## src/rtl/acc_pkg.sv

```systemverilog
package acc_pkg;
   localparam int NUM_BOUNDS = 2;

   typedef enum int {
      BND_NEG = 0,
      BND_POS = 1
   } bnd_idx_e;
endpackage

```

## src/rtl/acc_step_reg.sv

```systemverilog
module acc_step_reg #(
   parameter int STEP_W = 12
) (
   input  logic              clk,
   input  logic              rst_n,
   input  logic              wr_i,
   input  logic [STEP_W-1:0] val_i,
   output logic [STEP_W-1:0] step_o
);
   logic [STEP_W-1:0] step_q;

   always_ff @(posedge clk or negedge rst_n) begin
      if (!rst_n) begin
         step_q <= '0;
      end else if (wr_i) begin
         step_q <= val_i;
      end
   end

   assign step_o = step_q;

   AST_STEP_HOLD: assert property (@(posedge clk) disable iff (!rst_n)
      !wr_i |=> $stable(step_o));
endmodule

```

## src/rtl/acc_bound_adder.sv

```systemverilog
module acc_bound_adder #(
   parameter int ACC_W  = 24,
   parameter int STEP_W = 12
) (
   input  logic              clk,
   input  logic              rst_n,
   input  logic              tick_i,
   input  logic              load_i,
   input  logic [ACC_W-1:0]  load_val_i,
   input  logic [STEP_W-1:0] step_i,
   output logic [ACC_W-1:0]  bound_o,
   output logic              sat_o
);
   localparam int SUM_W = ACC_W + 1;
   localparam logic [ACC_W-1:0] BND_MAX = {ACC_W{1'b1}};

   logic [ACC_W-1:0] bnd_q, bnd_d;
   logic             sat_q, sat_d;
   logic [SUM_W-1:0] sum_w;
   logic             carry_w;

   assign sum_w   = {1'b0, bnd_q} + {{(SUM_W-STEP_W){1'b0}}, step_i};
   assign carry_w = sum_w[ACC_W];

   always_comb begin
      bnd_d = bnd_q;
      sat_d = sat_q;
      if (load_i) begin
         bnd_d = load_val_i;
         sat_d = 1'b0;
      end else if (tick_i) begin
         if (carry_w) begin
            bnd_d = BND_MAX;
            sat_d = 1'b1;
         end else begin
            bnd_d = sum_w[ACC_W-1:0];
         end
      end
   end

   always_ff @(posedge clk or negedge rst_n) begin
      if (!rst_n) begin
         bnd_q <= BND_MAX;
         sat_q <= 1'b1;
      end else begin
         bnd_q <= bnd_d;
         sat_q <= sat_d;
      end
   end

   assign bound_o = bnd_q;
   assign sat_o   = sat_q;

   AST_LOAD_WINS: assert property (@(posedge clk) disable iff (!rst_n)
      load_i |=> (bound_o == $past(load_val_i)) && !sat_o);
   AST_NO_SHRINK: assert property (@(posedge clk) disable iff (!rst_n)
      (tick_i && !load_i) |=> bound_o >= $past(bound_o));
   AST_IDLE_HOLD: assert property (@(posedge clk) disable iff (!rst_n)
      (!tick_i && !load_i) |=> $stable(bound_o) && $stable(sat_o));
   AST_FLAG_STICKY: assert property (@(posedge clk) disable iff (!rst_n)
      (sat_o && !load_i) |=> sat_o);
   AST_SAT_AT_MAX: assert property (@(posedge clk) disable iff (!rst_n)
      $rose(sat_o) |-> bound_o == BND_MAX);
endmodule

```

## src/rtl/acc_snap_reg.sv

```systemverilog
module acc_snap_reg #(
   parameter int ACC_W  = 24,
   parameter int TIME_W = 32
) (
   input  logic              clk,
   input  logic              rst_n,
   input  logic              snap_i,
   input  logic [TIME_W-1:0] time_i,
   input  logic [ACC_W-1:0]  neg_i,
   input  logic [ACC_W-1:0]  pos_i,
   output logic              valid_o,
   output logic [TIME_W-1:0] time_o,
   output logic [ACC_W-1:0]  neg_o,
   output logic [ACC_W-1:0]  pos_o
);
   logic              vld_q;
   logic [TIME_W-1:0] tim_q;
   logic [ACC_W-1:0]  neg_q, pos_q;

   always_ff @(posedge clk or negedge rst_n) begin
      if (!rst_n) begin
         vld_q <= 1'b0;
         tim_q <= '0;
         neg_q <= '0;
         pos_q <= '0;
      end else begin
         vld_q <= snap_i;
         if (snap_i) begin
            tim_q <= time_i;
            neg_q <= neg_i;
            pos_q <= pos_i;
         end
      end
   end

   assign valid_o = vld_q;
   assign time_o  = tim_q;
   assign neg_o   = neg_q;
   assign pos_o   = pos_q;

   AST_SNAP_KEEP: assert property (@(posedge clk) disable iff (!rst_n)
      !snap_i |=> $stable(time_o) && $stable(neg_o) && $stable(pos_o));
endmodule

```

## src/rtl/acc_interval_unit.sv

```systemverilog
module acc_interval_unit #(
   parameter int ACC_W  = 24,
   parameter int STEP_W = 12,
   parameter int TIME_W = 32
) (
   input  logic              clk,
   input  logic              rst_n,
   input  logic              tick_i,
   input  logic              load_neg_i,
   input  logic              load_pos_i,
   input  logic [ACC_W-1:0]  load_val_i,
   input  logic              step_neg_wr_i,
   input  logic              step_pos_wr_i,
   input  logic [STEP_W-1:0] step_val_i,
   input  logic              snap_i,
   input  logic [TIME_W-1:0] time_i,
   output logic [ACC_W-1:0]  neg_bound_o,
   output logic [ACC_W-1:0]  pos_bound_o,
   output logic              neg_sat_o,
   output logic              pos_sat_o,
   output logic              snap_valid_o,
   output logic [TIME_W-1:0] snap_time_o,
   output logic [ACC_W-1:0]  snap_neg_o,
   output logic [ACC_W-1:0]  snap_pos_o
);
   import acc_pkg::*;

   localparam int NB = NUM_BOUNDS;

   initial begin
      assert (STEP_W >= 1 && STEP_W <= ACC_W)
         else $error("increment width must be between 1 and the bound width");
      assert (ACC_W >= 2 && TIME_W >= 1)
         else $error("bound or time width too small");
   end

   logic [NB-1:0]             load_v, stwr_v, sat_v;
   logic [NB-1:0][STEP_W-1:0] step_v;
   logic [NB-1:0][ACC_W-1:0]  bnd_v;

   assign load_v[BND_NEG] = load_neg_i;
   assign load_v[BND_POS] = load_pos_i;
   assign stwr_v[BND_NEG] = step_neg_wr_i;
   assign stwr_v[BND_POS] = step_pos_wr_i;

   for (genvar g = 0; g < NB; g++) begin : g_bound
      acc_step_reg #(.STEP_W(STEP_W)) u_step (
         .clk    (clk),
         .rst_n  (rst_n),
         .wr_i   (stwr_v[g]),
         .val_i  (step_val_i),
         .step_o (step_v[g])
      );

      acc_bound_adder #(.ACC_W(ACC_W), .STEP_W(STEP_W)) u_add (
         .clk        (clk),
         .rst_n      (rst_n),
         .tick_i     (tick_i),
         .load_i     (load_v[g]),
         .load_val_i (load_val_i),
         .step_i     (step_v[g]),
         .bound_o    (bnd_v[g]),
         .sat_o      (sat_v[g])
      );
   end

   acc_snap_reg #(.ACC_W(ACC_W), .TIME_W(TIME_W)) u_snap (
      .clk     (clk),
      .rst_n   (rst_n),
      .snap_i  (snap_i),
      .time_i  (time_i),
      .neg_i   (bnd_v[BND_NEG]),
      .pos_i   (bnd_v[BND_POS]),
      .valid_o (snap_valid_o),
      .time_o  (snap_time_o),
      .neg_o   (snap_neg_o),
      .pos_o   (snap_pos_o)
   );

   assign neg_bound_o = bnd_v[BND_NEG];
   assign pos_bound_o = bnd_v[BND_POS];
   assign neg_sat_o   = sat_v[BND_NEG];
   assign pos_sat_o   = sat_v[BND_POS];

   AST_SNAP_PULSE: assert property (@(posedge clk) disable iff (!rst_n)
      snap_i |=> snap_valid_o);
   AST_SNAP_QUIET: assert property (@(posedge clk) disable iff (!rst_n)
      !snap_i |=> !snap_valid_o);
   AST_SNAP_MATCH: assert property (@(posedge clk) disable iff (!rst_n)
      snap_i |=> (snap_neg_o == $past(neg_bound_o)) && (snap_pos_o == $past(pos_bound_o)));
   AST_NEG_ALONE: assert property (@(posedge clk) disable iff (!rst_n)
      (!tick_i && !load_pos_i) |=> $stable(pos_bound_o));
   AST_POS_ALONE: assert property (@(posedge clk) disable iff (!rst_n)
      (!tick_i && !load_neg_i) |=> $stable(neg_bound_o));
endmodule

```

## config.mk

```make
export PLATFORM = sky130hd
export DESIGN_NAME = acc_interval_unit
export DESIGN_NICKNAME = d
export VERILOG_FILES = /design/src/rtl/acc_pkg.sv /design/src/rtl/acc_step_reg.sv /design/src/rtl/acc_bound_adder.sv /design/src/rtl/acc_snap_reg.sv /design/src/rtl/acc_interval_unit.sv
export SDC_FILE = /design/constraint.sdc
export NUM_CORES = 1
export LEC_CHECK = 0
export ABC_AREA = 1
export BUFFER_PORTS_ARGS = -buffer_cell sky130_fd_sc_hd__buf_2
export CAP_MARGIN = 15
export CORE_MARGIN = 2
export CORE_UTILIZATION = 57
export CTS_BUF_LIST = sky130_fd_sc_hd__clkbuf_8
export CTS_CLUSTER_SIZE = 16
export DETAILED_ROUTE_END_ITERATION = 7
export GPL_TIMING_DRIVEN = 0
export HOLD_SLACK_MARGIN = 0.15
export PLACE_DENSITY_LB_ADDON = 0.3
export SLEW_MARGIN = 30
export SYNTH_ARGS = -nofsm -noshare
export SYNTH_HDL_FRONTEND = slang
export SYNTH_HIERARCHICAL = 1
export SYNTH_SLANG_ARGS = --single-unit
```

## constraint.sdc

```tcl
create_clock -name clk -period 2.3 [get_ports clk]
set_input_delay 0 -clock clk [delete_from_list [all_inputs] [get_ports clk]]
set_output_delay 0 -clock clk [all_outputs]
set_load 0.01 [all_outputs]
```

# ---- Word level (Yosys, flattened, before mapping)
# Index checks and enable logic that the tools add are counted.
dict set report op_classes {
  addsub 2
  mux 12
  reduce_logical 6
}
# op count
set op_table {}
lappend op_table {{24-bit two-way mux} 6}
lappend op_table {{24-bit by 12-bit adder with 25-bit output} 2}
lappend op_table {{2-bit nonzero test} 4}
lappend op_table {{1-bit two-way mux} 6}
lappend op_table {{2-bit AND reduction} 2}
dict set report word_totals {
  regBits 155
  input_bits 76
  out_inout_bits 131
  wordCells 30
}

# ---- Depth between registers and ports, before layout
# Gate-level depths: netlist of run 1.
dict set report depth {
  word_depth 4
  mapped_depth 14
  depth_no_buf 14
}

# ---- Hierarchy
# Netlist of run 1, hierarchy kept.
# module n_inst cells_each area_each_um2
set by_module_without_submodules {}
lappend by_module_without_submodules {acc_snap_reg 1 339 3078.0}
lappend by_module_without_submodules {{acc_bound_adder (g_bound[0].u_add)} 1 416 2588.7}
lappend by_module_without_submodules {{acc_bound_adder (g_bound[1].u_add)} 1 414 2502.4}
lappend by_module_without_submodules {acc_step_reg 2 51 457.9}

# ---- Worst setup path before layout of run 1
# No wires, ideal clock.
dict set report synth_path {
  kind {flip-flop to flip-flop}
  from {register g_bound[1].u_add.bnd_q[0]}
  to {register g_bound[1].u_add.bnd_q[10]}
  setup_ns 0.076
  arrival_ns 1.947
  t_required_ns 2.224
  setup_slack_ns 0.277
  path_stages_with_launch 14
  n_path_buf 1
  cell_sequence {dfstp_2 -> ha_1 -> fa_1 -> nand3_1 -> nand3_1 -> nand2_1 -> nand2_1 -> nand2_1 -> nand3_2 -> inv_2 -> buf_6 -> nand3_2 -> nand2_1 -> nand2_1}
}
dict set report synth_between {
  elab_chain_len 4
}
# item line_no
set synth_rtl {}
lappend synth_rtl {{from (decl)} acc_bound_adder.sv:17} ;# logic [ACC_W-1:0] bnd_q, bnd_d;
lappend synth_rtl {{from (signal assigned)} acc_bound_adder.sv:46} ;# bnd_q <= bnd_d;
lappend synth_rtl {{24-bit by 12-bit adder with 25-bit output} acc_bound_adder.sv:22} ;# assign sum_w = {1'b0, bnd_q} + {{(SUM_W-STEP_W){1'b0}}, step_i};
lappend synth_rtl {{24-bit two-way mux} acc_bound_adder.sv:32} ;# if (carry_w) begin
lappend synth_rtl {{24-bit two-way mux} acc_bound_adder.sv:31} ;# end else if (tick_i) begin
lappend synth_rtl {{24-bit two-way mux} acc_bound_adder.sv:28} ;# if (load_i) begin
# Every way passes these cells. The select of a mux whose other input is x is not followed.
# A chain may end at the register's enable or synchronous reset.

# ---- Final worst setup path of run 1
dict set report layout_path {
  from {register g_bound[0].u_add.bnd_q[0]}
  to {register g_bound[0].u_add.sat_q}
}
dict set report layout_between {
  elab_chain_len 3
}
# item line_no
set layout_rtl {}
lappend layout_rtl {{from (decl)} acc_bound_adder.sv:17}
lappend layout_rtl {{from (signal assigned)} acc_bound_adder.sv:46}
lappend layout_rtl {{24-bit by 12-bit adder with 25-bit output} acc_bound_adder.sv:22}
lappend layout_rtl {{2-bit nonzero test (no source line)} n/a}
lappend layout_rtl {{2-bit AND reduction (no source line)} n/a}
lappend layout_rtl {{to (signal assigned)} acc_bound_adder.sv:47} ;# sat_q <= sat_d;
lappend layout_rtl {{to (decl)} acc_bound_adder.sv:18} ;# logic sat_q, sat_d;
# Every way passes these cells.

==> results.json, run 1 <==
{
  "run_status": "completed",
  "utilization_pct": 75.5,
  "drv_slew": 0,
  "final_cell_area_mm2": 0.0119,
  "timing.final.crit_period_ps": 2260,
  "peakVddDrop_mv": 0.480,
  "layoutNonFillerInstCount": 1821,
  "min_period_over_period_pct": 98.3,
  "area_growth_pct": 30.6,
  "grt.overflow.total": 0,
  "clkSinkCount": 155,
  "report.final.hold_viol_count": 0,
  "path_max_fanout": 10,
  "yosysUniqueCellTypes": 39,
  "dp_hpwl_um": 19700,
  "wl_um": 28500,
  "clock.fmax_mhz": 442,
  "p_leak_nw": 6.57,
  "nets": 1694,
  "setup_viol_count_final": 0,
  "dieWidth_um": 130,
  "syn_area_per_cell_um2": 7.15,
  "routed_via_density": 5.22,
  "ys_ff_latch": 155,
  "grt_pass1_wl_um": 44600,
  "placed_cell_area_mm2": 0.0104,
  "syn_area_mm2": 0.00908,
  "netlist_instances": 1271,
  "gp_congestion": 0.924,
  "powerDensity_mw_per_mm2": 797,
  "core_area_mm2": 0.0157,
  "grt_pass1_vias": 9187,
  "cts_tree": "done",
  "syn_nets": 1373,
  "hold_path_class": "in2async",
  "top_level_ports": 207,
  "cts_made_buffers": 17,
  "root_buffer": "clkbuf_8",
  "initial_core_util_pct": 57.8,
  "antenna_found_initial": 0,
  "ys_seq_area_share_pct": 43.4,
  "worstSetupEndpointType": "register",
  "wire_per_inst_um": 15.7,
  "drc": 0,
  "io_buffers": 206,
  "clkTransAtPathRegs_ps": 90,
  "clockBufferDepth": 2,
  "fin_worst_skew_ps": 9.57,
  "grt_start_max_net_pins": 89,
  "fp.dieH_um": 130,
  "relSlewSlack_pct": 59.4,
  "drive_gt1_share_pct": 24.0,
  "worstReg2RegStart": "g_bound[0].u_add/bound_o[0]",
  "critPathLaunchType": "register",
  "ant_nets": 0,
  "cp.required_ps": 2700,
  "globalRouteTotalUtil_pct": 34.2,
  "place_inst": 1694,
  "diodes": 0,
  "drv_cap": 0,
  "tightest_slew_ps": 608,
  "yosys_warnings": 6,
  "drt_iter0_markers": 673,
  "vias": 9510,
  "path_class": "reg2reg",
  "num_rows": 46,
  "dieArea_mm2": 0.0170,
  "hold_ws_ps": 161,
  "arrival_ps": 2660,
  "clk_latency_ps": 470,
  "cp-startpoint": "g_bound[0].u_add/bound_o[0]",
  "htreeDepth": 4,
  "dr.pass1.iters": 7,
  "tns_ps": 0
}
cell families (layout without fill, tap and decap cells):
| kind of cell | Yosys count | in the layout | synth area share, % |
|---|---|---|---|
| flops | 155 | 155 | 43.4 |
| xor+xnor | 15 | 15 | 1.45 |
| fa+ha+maj | 26 | 26 | 3.75 |
| compound gates | 70 | 70 | 4.17 |
| simple gates | 850 | 850 | 39.1 |
| buf+inv | 155 | 489 | 8.19 |
sequential cells by signal, summed over array words and instances, names as in the netlist:
| signal | flops |
|---|---|
| u_snap/neg_o | 24 |
| g_bound.u_add/bound_o | 48 |
| u_snap/pos_o | 24 |
| g_bound.u_step/step_o | 24 |
| u_snap/valid_o | 1 |
| u_snap/time_o | 32 |
| g_bound.u_add/sat_o | 2 |
path summary, 6_finish.rpt:
| kind | end | cells past startpoint | slack [ps] |
|---|---|---|---|
| setup reg to reg | g_bound[0].u_add/sat_o | 11 | 40 |
| min in group clk | u_snap/valid_o | 2 | 210 |
| hold / removal | g_bound[0].u_add/bound_o[3] | 2 | 160 |
| hold reg to reg | u_snap/neg_o[1] | 2 | 470 |
| max in group asynchronous | g_bound[1].u_add/bound_o[20] | 3 | 1660 |
| setup / recovery | g_bound[0].u_add/sat_o | 11 | 40 |
Yosys cell counts (all sizes together):
master,number,share of area (%)
clkbuf,10,0.52
dfstp,50,14
nand4,7,0.48
dlygate4sd1,1,0.096
and2,2,0.14
fa,2,0.44
o21ai,57,3.2
inv,118,5.0
nor2,117,5.2
or2,2,0.14
a21boi,2,0.17
nand3,85,6.0
o211ai,2,0.17
ha,24,3.3
a21oi,8,0.52
a31o,1,0.096
buf,26,2.6
dfrtp,105,29
nand2,624,26
nand3b,7,0.58
xor2,15,1.4
nor3,6,0.44
where the power goes:
group | total, mW | internal [mW] | switching, mW
clock network | 2.23 | 1.10 | 1.14
registers | 3.79 | 3.31 | 0.480
logic | 3.43 | 1.33 | 2.10
total | 9.45 | 5.73 | 3.72
routing by layer:
| layer | routed length, um | vias up | GRT usage [%] |
|---|---|---|---|
| met5 | 0 | - | 0 |
| met4 | 1730 | 0 | 20.1 |
| met3 | 2140 | 121 | 5.29 |
| met2 | 13400 | 456 | 58.1 |
| met1 | 11300 | 4357 | 41.4 |
| li1 | - | 4576 | - |
timing repair:
action | CTS | global route
gates resized for setup | 4 | 11
cloned | 0 | 0
buffers inserted | 1 | 4
endpoints found under the hold margin | 251 | 0
pin swaps | 0 | 2
hold buffers | 90 | 0
setup endpoints to repair | 19 | 40
cells in the final DEF, fill, tap and decap left out, types with 15 or more instances in the layout:
cell	n
xor2_1	15
inv_1	113
nor2_1	110
dfstp_2	50
nand3_1	60
dfrtp_1	105
ha_1	22
dlygate4sd3_1	89
o21ai_0	32
buf_2	214
nand2_1	611
nand3_2	23
o21ai_1	22
clkbuf_8	18
stage by stage:
stage               setup WS (ps)  total power [mW]
CTS                          19.3              9.32
global route                -39.7              10.0
detailed placement           -147              6.95
finish                       38.8              9.45
global placement            -1010              6.85
floorplan                     277              5.80
final cells by class:
| class | count | area [um2] |
|---|---|---|
| fill | 1170 | 3850 |
| sequential | 155 | 3940 |
| buffer | 37 | 303 |
| clock buffer | 17 | 234 |
| tap | 216 | 270 |
| inverter | 118 | 450 |
| clock inverter | 15 | 185 |
| multi-input combinational | 961 | 4450 |
| timing repair buffer | 302 | 2020 |
critical path: stages (launching register included):
cell and delay [ps]:
dfstp_2 620, ha_4 170, fa_2 230, nand3_2 110, nand3_2 130, nand2_1 70
nand2_2 120, nand2_2 80, nand3_4 120, buf_6 170, nand2_1 150, o21ai_2 210
(Power assumes the default switching activity.)
==> run 2: changes to the inputs <==
- CORE_MARGIN: 2 -> 10
- CORE_UTILIZATION: 57 -> 61
- clock period: 2.3 -> 2.8 ns (I/O delays scaled with it)
==> results.json, run 2 (synthesis gave the netlist of run 1 again) <==
{
  "run_status": "completed",
  "setup_viol_count_final": 0,
  "critPathLaunchType": "register",
  "cp.required_ps": 3220,
  "path_class": "reg2reg",
  "grt.overflow.total": 0,
  "p_leak_nw": 6.54,
  "relSlewSlack_pct": 60.1,
  "switching_share_pct": 40.7,
  "worstSetupEndpointType": "register",
  "drt_iter0_markers": 1020,
  "grt_pass1_wl_um": 49600,
  "gp_congestion": 0.942,
  "ant_nets": 0,
  "report.final.hold_viol_count": 0,
  "area_growth_pct": 29.3,
  "clkSinkCount": 155,
  "routed_via_density": 5.41,
  "drv_slew": 0,
  "regArea_mm2": 0.00394,
  "min_period_over_period_pct": 96.0,
  "arrival_ps": 3110,
  "path_max_fanout": 10,
  "grt_start_max_net_pins": 76,
  "clkTransAtPathRegs_ps": 90,
  "hold_path_class": "in2reg",
  "multi_input_area_mm2": 0.00441,
  "cpPeakStageDelay_ps": 620,
  "initial_core_util_pct": 62.3,
  "timing.final.crit_period_ps": 2690,
  "fin_worst_skew_ps": 13.5,
  "globalRouteTotalUtil_pct": 30.6,
  "layoutNonFillerInstCount": 1792,
  "vias": 9689,
  "drive_gt1_share_pct": 23.1,
  "cp_slowest_cell": "dfstp_2",
  "peakVddDrop_mv": 0.458,
  "wl_um": 31100,
  "clk_latency_ps": 480,
  "antenna_found_initial": 3,
  "clockPowerShare_pct": 21.7,
  "rr_worst_depth": 14,
  "clock.fmax_mhz": 372,
  "cts_tree": "done",
  "power.internal_mw": 4.50,
  "dr.pass1.iters": 6,
  "grt_pass1_vias": 9928,
  "worst_hold_path.num_cells": 2,
  "place_inst": 1662,
  "io_buffers": 206,
  "drc": 0,
  "n_fill_cell": 981,
  "tns_ps": 0,
  "utilization_pct": 80.5,
  "final_common_cell": "nand2_1",
  "seqPwrFrac_pct": 41.1,
  "dieWidth_um": 142,
  "layout_common_cells": "nand2_1, buf_2, inv_1",
  "nets": 1693,
  "postCtsSetupRepairBufs": 0,
  "drv_cap": 0,
  "dp_hpwl_um": 21400,
  "fp.dieH_um": 142,
  "dieArea_mm2": 0.0202,
  "clockBufferDepth": 2,
  "root_buffer": "clkbuf_8",
  "tightest_slew_ps": 597,
  "cts_made_buffers": 17,
  "core_area_mm2": 0.0146,
  "wire_per_inst_um": 17.3,
  "crit_chain": "ha_1 -> fa_2 -> nand3_2 -> nand3_4 -> nand2_1 -> nand2_2 -> nand2_2 -> nand3_4 -> inv_4 -> buf_12 -> nand3_2 -> nand2_1 -> nand2_1 -> dlygate4sd3_1",
  "largest_register_ff_count": 48,
  "p_switching_mw": 3.09,
  "powerDensity_mw_per_mm2": 646,
  "top_level_ports": 207,
  "num_rows": 44,
  "crit_top_cell": "nand2_1",
  "htreeDepth": 4,
  "pwr-share-comb_pct": 37.2
}
## run 2: changes by cell type in the layout (fill, tap and decap cells not counted), moves of 2 or more
| cell | before | now |
|---|---|---|
| dlygate4sd3_1 | 89 | 93 |
| diode_2 | 0 | 4 |
| clkinv_4 | 1 | 4 |
| inv_6 | 7 | 4 |
| ha_1 | 22 | 24 |
| nand3_2 | 23 | 21 |
| bufinv_16 | 3 | 1 |
| nand2_1 | 611 | 614 |
| buf_4 | 7 | 2 |
| nand3_1 | 60 | 62 |
| nand2_2 | 13 | 10 |
## run 2: stage by stage
step / power [mW] / area (um2) / hold slack (ps) / setup slack, ps
final: 7.59 / 11700 / 219 / 111
after global routing: 8.06 / 11700 / 215 / -5.45
after CTS: 7.51 / 11700 / 202 / 25.1
after detailed placement: 5.74 / 10400 / 26.1 / 472
after global placement: 5.65 / 10300 / 132 / -473
after floorplan: 4.76 / 9080 / -296 / 777
## run 2: area by class of cell
class | instances | area share, %
diodes | 4 | 0.0852
well taps | 184 | 1.96
inverters | 118 | 3.84
multi-input cells | 961 | 37.6
repair buffers | 301 | 17.3
clock buffers | 17 | 1.99
clock inverters | 15 | 1.21
flip-flops and latches | 155 | 33.6
plain buffers | 37 | 2.50
## run 2: power groups by stage
stage               Combinational, mW  Clock, mW  Sequential, mW
CTS                              2.75       1.67            3.09
global placement                 2.53          0            3.12
floorplan                        1.57          0            3.19
global route                     3.13       1.76            3.16
detailed placement               2.61          0            3.13
finish                           2.82       1.65            3.12
## run 2: worst paths after layout
check / startpoint / endpoint / slack, ps
worst max-delay path: g_bound[0].u_add/bound_o[0] / g_bound[0].u_add/bound_o[18] / 110
worst min-delay path: snap_i / u_snap/valid_o / 220
worst max register to register: g_bound[0].u_add/bound_o[0] / g_bound[0].u_add/bound_o[18] / 110
worst min register to register: u_snap/time_o[12] / u_snap/time_o[12] / 470
max in group asynchronous: rst_n / g_bound[1].u_add/bound_o[5] / 1660
min in group asynchronous: rst_n / g_bound[0].u_add/bound_o[7] / 710
## run 2: repair_timing
action                     CTS  global route
resized for setup            0             3
hold buffers                94             0
hold endpoints to repair   262             0
setup endpoints to repair    0             2
## run 2: routing by layer
layer,track usage [%],routed length (um)
met1,34.4,11600
met3,7.14,2650
met5,0,0
met4,20.2,1990
met2,50.9,14800
## run 2: critical path, delay by kind of cell (launching register included)
family | cells | cell delay, ps
flip-flops | 1 | 620
AND/OR/NAND/NOR | 9 | 800
buffers and inverters | 3 | 750
adder cells (fa/ha/maj) | 2 | 460
